**config.mk**
```make
export PLATFORM = sky130hd
export DESIGN_NAME = rx_poll_seq
export DESIGN_NICKNAME = d
export VERILOG_FILES = /design/src/rtl/rps_pkg.sv /design/src/rtl/rps_dwell_timer.sv /design/src/rtl/rps_pin_edge.sv /design/src/rtl/rps_mode_fsm.sv /design/src/rtl/rx_poll_seq.sv
export SDC_FILE = /design/constraint.sdc
export NUM_CORES = 1
export LEC_CHECK = 0
export ABC_AREA = 1
export ABC_CLOCK_PERIOD_IN_PS = 2450
export BUFFER_PORTS_ARGS = -buffer_cell sky130_fd_sc_hd__buf_2
export CAP_MARGIN = 20
export CORE_UTILIZATION = 45
export DETAILED_ROUTE_END_ITERATION = 8
export GPL_TIMING_DRIVEN = 0
export PLACE_DENSITY_LB_ADDON = 0.1
export SLEW_MARGIN = 30
export SYNTH_ARGS = -nofsm -noshare
export SYNTH_HDL_FRONTEND = slang
export SYNTH_SLANG_ARGS = --single-unit
```
**constraint.sdc**
```tcl
create_clock -name clk -period 2.45 [get_ports clk]
set_clock_uncertainty 0.15 [all_clocks]
set_input_delay 0.49 -clock clk [delete_from_list [all_inputs] [get_ports clk]]
set_output_delay 0.49 -clock clk [all_outputs]
set_load 0.01 [all_outputs]
```
**src/rtl/rps_pkg.sv**
```systemverilog
package rps_pkg;

  typedef enum logic [1:0] {
    M_SLEEP = 2'd0,
    M_START = 2'd1,
    M_CHECK = 2'd2,
    M_RECV  = 2'd3
  } rps_mode_e;

  // Dwell length in ticks for a mode that is being entered.
  function automatic logic [31:0] dwell_len(input rps_mode_e m,
                                            input logic [4:0] word,
                                            input logic [31:0] ext,
                                            input logic [31:0] prescale,
                                            input logic [31:0] startup);
    logic [31:0] r;
    case (m)
      M_SLEEP: r = 32'(word) * ext * prescale;
      M_START: r = startup;
      default: r = 32'd0;
    endcase
    return r;
  endfunction

endpackage

```
**src/rtl/rps_dwell_timer.sv**
```systemverilog
module rps_dwell_timer #(
  parameter int unsigned W = 8
) (
  input  logic         clk,
  input  logic         load,
  input  logic [W-1:0] load_val,
  input  logic         tick,
  output logic         expired
);
  logic [W-1:0] cnt_q;

  always_ff @(posedge clk) begin
    if (load)
      cnt_q <= load_val;
    else if (tick && (cnt_q != '0))
      cnt_q <= cnt_q - 1'b1;
  end

  assign expired = (cnt_q == '0);
endmodule

```
**src/rtl/rps_pin_edge.sv**
```systemverilog
module rps_pin_edge (
  input  logic clk,
  input  logic rst,
  input  logic pin_n,
  output logic held_low,
  output logic rose
);
  logic prev_q;

  always_ff @(posedge clk) begin
    if (rst) prev_q <= 1'b1;
    else     prev_q <= pin_n;
  end

  assign held_low = ~pin_n;
  assign rose     = pin_n & ~prev_q;
endmodule

```
**src/rtl/rps_mode_fsm.sv**
```systemverilog
module rps_mode_fsm
  import rps_pkg::*;
(
  input  logic      clk,
  input  logic      rst,
  input  logic      expired,
  input  logic      chk_pass,
  input  logic      chk_fail,
  input  logic      data_end,
  input  logic      noise_sup,
  input  logic      off_cmd,
  input  logic      held_low,
  input  logic      rose,
  output rps_mode_e mode_q,
  output rps_mode_e mode_d,
  output logic      enter
);
  always_comb begin
    mode_d = mode_q;
    if (held_low) begin
      mode_d = M_RECV;
    end else if (rose) begin
      mode_d = M_SLEEP;
    end else begin
      case (mode_q)
        M_SLEEP: if (expired) mode_d = M_START;
        M_START: if (expired) mode_d = M_CHECK;
        M_CHECK: begin
          if (chk_pass)      mode_d = M_RECV;
          else if (chk_fail) mode_d = M_SLEEP;
        end
        M_RECV: begin
          if (off_cmd)                    mode_d = M_SLEEP;
          else if (data_end && noise_sup) mode_d = M_CHECK;
        end
        default: mode_d = M_SLEEP;
      endcase
    end
  end

  assign enter = rst | (mode_d != mode_q);

  always_ff @(posedge clk) begin
    if (rst) mode_q <= M_SLEEP;
    else     mode_q <= mode_d;
  end
endmodule

```
**src/rtl/rx_poll_seq.sv**
```systemverilog
module rx_poll_seq
  import rps_pkg::*;
#(
  parameter int unsigned PRESCALE      = 1024,
  parameter int unsigned STARTUP_TICKS = 64,
  parameter int unsigned EXT_W         = 2
) (
  input  logic             clk,
  input  logic             rst,
  input  logic             tick,
  input  logic [4:0]       sleep_word,
  input  logic [EXT_W-1:0] sleep_ext,
  input  logic             chk_pass,
  input  logic             chk_fail,
  input  logic             data_end,
  input  logic             noise_sup,
  input  logic             force_rx_n,
  input  logic             off_cmd,
  output logic             active,
  output logic             path_en,
  output logic             chk_en,
  output logic             rx_mode
);
  localparam int unsigned EXT_MAX   = (1 << EXT_W) - 1;
  localparam int unsigned SLEEP_MAX = 31 * EXT_MAX * PRESCALE;
  localparam int unsigned DWELL_MAX = (SLEEP_MAX > STARTUP_TICKS) ? SLEEP_MAX : STARTUP_TICKS;
  localparam int unsigned CNT_W     = $clog2(DWELL_MAX + 1);

  rps_mode_e        mode_q, mode_d, load_mode;
  logic             enter;
  logic             timer_zero;
  logic             pin_low, pin_rise;
  logic [CNT_W-1:0] load_val;

  rps_pin_edge u_pin (
    .clk      (clk),
    .rst      (rst),
    .pin_n    (force_rx_n),
    .held_low (pin_low),
    .rose     (pin_rise)
  );

  rps_mode_fsm u_fsm (
    .clk       (clk),
    .rst       (rst),
    .expired   (timer_zero),
    .chk_pass  (chk_pass),
    .chk_fail  (chk_fail),
    .data_end  (data_end),
    .noise_sup (noise_sup),
    .off_cmd   (off_cmd),
    .held_low  (pin_low),
    .rose      (pin_rise),
    .mode_q    (mode_q),
    .mode_d    (mode_d),
    .enter     (enter)
  );

  assign load_mode = rst ? M_SLEEP : mode_d;
  assign load_val  = CNT_W'(dwell_len(load_mode, sleep_word, 32'(sleep_ext),
                                      32'(PRESCALE), 32'(STARTUP_TICKS)));

  rps_dwell_timer #(.W(CNT_W)) u_timer (
    .clk      (clk),
    .load     (enter),
    .load_val (load_val),
    .tick     (tick),
    .expired  (timer_zero)
  );

  assign active  = (mode_q != M_SLEEP);
  assign path_en = (mode_q == M_START) | (mode_q == M_CHECK) | (mode_q == M_RECV);
  assign chk_en  = (mode_q == M_CHECK);
  assign rx_mode = (mode_q == M_RECV);
endmodule

```
==> run metrics <==
status finished clean; via count 1,321; internal reg-to-reg setup slack 0.06 ns; Total GRT Usage 0.163; largest net degree at the start of global routing 18; worst-path cell with the longest stage delay edfxtp_1; hpwl dp 2180 um; Worst Path Max Fanout 10; DRT antenna net count 0; CP bufs+invs 3; antenna cells 0; unique cell type count in the Yosys netlist 30; CTS Root Cell clkbuf_4; Worst-Skew Late Latency 0.31 ns; syn nets 234; Critical Path RT 2.38 ns; hold path start rst; total clock sinks 20; Initial Util 0.470; dpl cells 276; fin crit period 2.39 ns; crit start category flop; synthesized instance count 211; Worst R2R End u_timer.cnt_q[15]$_DFFE_PP_; Arrival @ worst endpoint 2.32 ns; number of buffers added on ports 19; Post-synth EDFFs 17; Area Overhead vs Synth 20.3%; Hold Buf Count CTS 0; GRT met1 Usage 0.220; final core utilization 0.565; crit end category flop; leading cell types by count after synthesis 61 x nand2_1, 31 x inv_1, 23 x nor2_1, 17 x edfxtp_1, 14 x nand3_1; Reg2Reg Launch Point u_timer.cnt_q[0]$_SDFFCE_PN0P_; fin worst setup slack 0.0629 ns; met3 global-route usage 0.0252; Pwr Density 746 nW/um2; critical path's top delay family simple AND/OR/NAND/NOR gates; largest cells by area after synthesis edfxtp_1 33%, nand2_1 15%, inv_1 7.4%, xnor2_1 5.6%, nor2_1 5.5%; DP Area 1720 um2; Final setup viols 0; Die Area 3720 um2; Pre-Repair DR Iteration Count 4; Num CTS Buffers 3; Main synth FF type edfxtp_1; core footprint 3340 um2; post-synth top area cell edfxtp_1; clk slew on worst S/H paths 0.13 ns; max-slew violation count 0; Max-cap violations 0; die width 61.0 um; drt wl/cell 10.2 um; Clock Power Share 0.196; crit path kind flop to flop; P_leak 0.995 nW; count leader, synth nand2_1; crit-path max cell delay 0.43 ns; P_sw 0.000544 W; GRT Max-Usage Layer met2; cell area after synthesis 1570 um2; initial antenna violation count 0; DRT iter0 DRCs 52; CTS H-tree lvls 1; power share of the combinational group 0.442; maximum vdd drop 0.255 mV; Yosys Warn Count 0; Avg Cell Area, Syn 7.43 um2; pre-CTS setup slack -0.403 ns; fin cells 287; RSZ-0062 raised after global routing true; vias in the first global route 1,114; drt total wl 2940 um; register bit total from synthesis 20; switching share of power 0.387; maximum clock frequency 419 MHz; first-pass GRT wire length 4560 um; via/cell ratio 4.60; I/O pin total 20; Slew @ Worst Pin 0.405 ns; Internal Pwr Total 0.000863 W; final hold violation count 0; CP Cell Sequence inv_2 > ha_4 > inv_2 > nor2_1 > nand2_1 > nor2_2 > nand2_2 > nand2_1 > nand2_1 > nand2_2 > a21oi_4 > nor2_4 > nand2_4 > buf_6 > nand2_2 > nand2_1; chip height 61.0 um; CTS tree built; met2 GRT Util 0.273; R2R depth 16; Site Rows 21; final net count 265; slew margin rel. 0.728; post-route design area 1890 um2; layout cells sized above 1 0.270; maximum clock path buffer count 2; global route overflow 0; Cells on Worst Hold Path 2; Fill cells 342; most frequent cell on the critical path nand2_1; hold crit path type primary input to flop; ys async rst share 0; post-synth top area share 0.326; Reg power frac 0.361; Worst Hold End u_pin.prev_q$_SDFF_PP1_; post-synthesis sequential area ratio 0.364; Residual DRC 0; RD Place Congestion 0.736; Tcrit/Tclk final 0.974
power by group through the flow:
stage | clock (W) | sequential, W | combinational [W]
after floorplan | 0 | 0.000501 | 0.000462
after global placement | 0 | 0.000514 | 0.000562
after detailed placement | 0 | 0.000515 | 0.000565
after CTS | 0.000277 | 0.000506 | 0.000575
after global routing | 0.000294 | 0.000517 | 0.000707
final | 0.000276 | 0.000509 | 0.000622
routing by layer:
layer / part of all wire / up-vias
met5: 0 / -
met2: 0.49 / 18
met4: 0.0058 / 0
li1: - / 728
met3: 0.025 / 2
met1: 0.48 / 573
layout make-up:
type / instances / area [um2] / share of cell area
multi-input combinational: 157 / 903 / 0.479
sequential: 20 / 571 / 0.303
timing repair buffer: 26 / 160 / 0.0849
inverter: 32 / 123 / 0.0650
tap: 46 / 57.6 / 0.0305
clock inverter: 1 / 30.0 / 0.0159
clock buffer: 3 / 22.5 / 0.0119
buffer: 2 / 18.8 / 0.00995
repair_timing:
| action | CTS | global route |
|---|---|---|
| setup endpoints to repair | 17 | 33 |
| gates cloned | 0 | 0 |
| resized for setup | 2 | 12 |
| pin swaps | 0 | 2 |
| buffers inserted | 0 | 7 |
placed cells by master (no fill, tap or decap), types with 2 or more instances in the layout:
cell      netlist  routed
ha_1            6       5
nand4_1         3       3
nor2_1         23      23
edfxtp_1       17      17
nand3_1        14      13
xor2_1          3       3
o21ai_0         2       2
nor2_2         12      12
nor3_1          2       2
a21oi_1         4       4
clkbuf_4        0       3
xnor2_1        10      10
nand2_1        61      56
inv_1          31      28
nor2_4          2       2
buf_4           1       7
buf_2           0      19
nand2_2         3       8
inv_2           1       3
dfxtp_1         3       3
stage by stage:
step | setup TNS, ns | total power [W] | hold WS, ns
after floorplan | 0 | 0.000963 | 0.394
after global placement | -7.41 | 0.00108 | 0.411
after detailed placement | -6.84 | 0.00108 | 0.409
after CTS | 0 | 0.00136 | 0.216
after global routing | -2.45 | 0.00152 | 0.207
final | 0 | 0.00141 | 0.220
worst max-delay path by stage:
stage / start / endpoint / slack, ns / cells past startpoint
floorplan: u_timer.cnt_q[0]$_SDFFCE_PN0P_ / u_timer.cnt_q[0]$_SDFFCE_PN0P_ / 0.004 / 13
global placement: u_timer.cnt_q[0]$_SDFFCE_PN0P_ / u_timer.cnt_q[14]$_DFFE_PP_ / -0.44 / 13
detailed placement: u_timer.cnt_q[0]$_SDFFCE_PN0P_ / u_timer.cnt_q[13]$_DFFE_PP_ / -0.40 / 13
CTS: u_timer.cnt_q[0]$_SDFFCE_PN0P_ / u_timer.cnt_q[15]$_DFFE_PP_ / 0.02 / 16
global route: u_timer.cnt_q[0]$_SDFFCE_PN0P_ / u_timer.cnt_q[15]$_DFFE_PP_ / -0.12 / 16
finish: u_timer.cnt_q[0]$_SDFFCE_PN0P_ / u_timer.cnt_q[15]$_DFFE_PP_ / 0.06 / 16
logic make-up after synthesis:
family,synth area share
xor gates and xnor gates,0.0726
adders and majority gates,0.0607
DFF,0.364
and+or+nand+nor,0.360
AOI/OAI and AO/OA,0.0543
buffers and inverters,0.0886
sequential cells by signal, indices dropped and copies added, names as in the netlist:
name / count
u_pin.prev_q: 1
u_fsm.mode_q: 2
u_timer.cnt_q: 17
No activity file was read; power rests on OpenSTA's default activity.
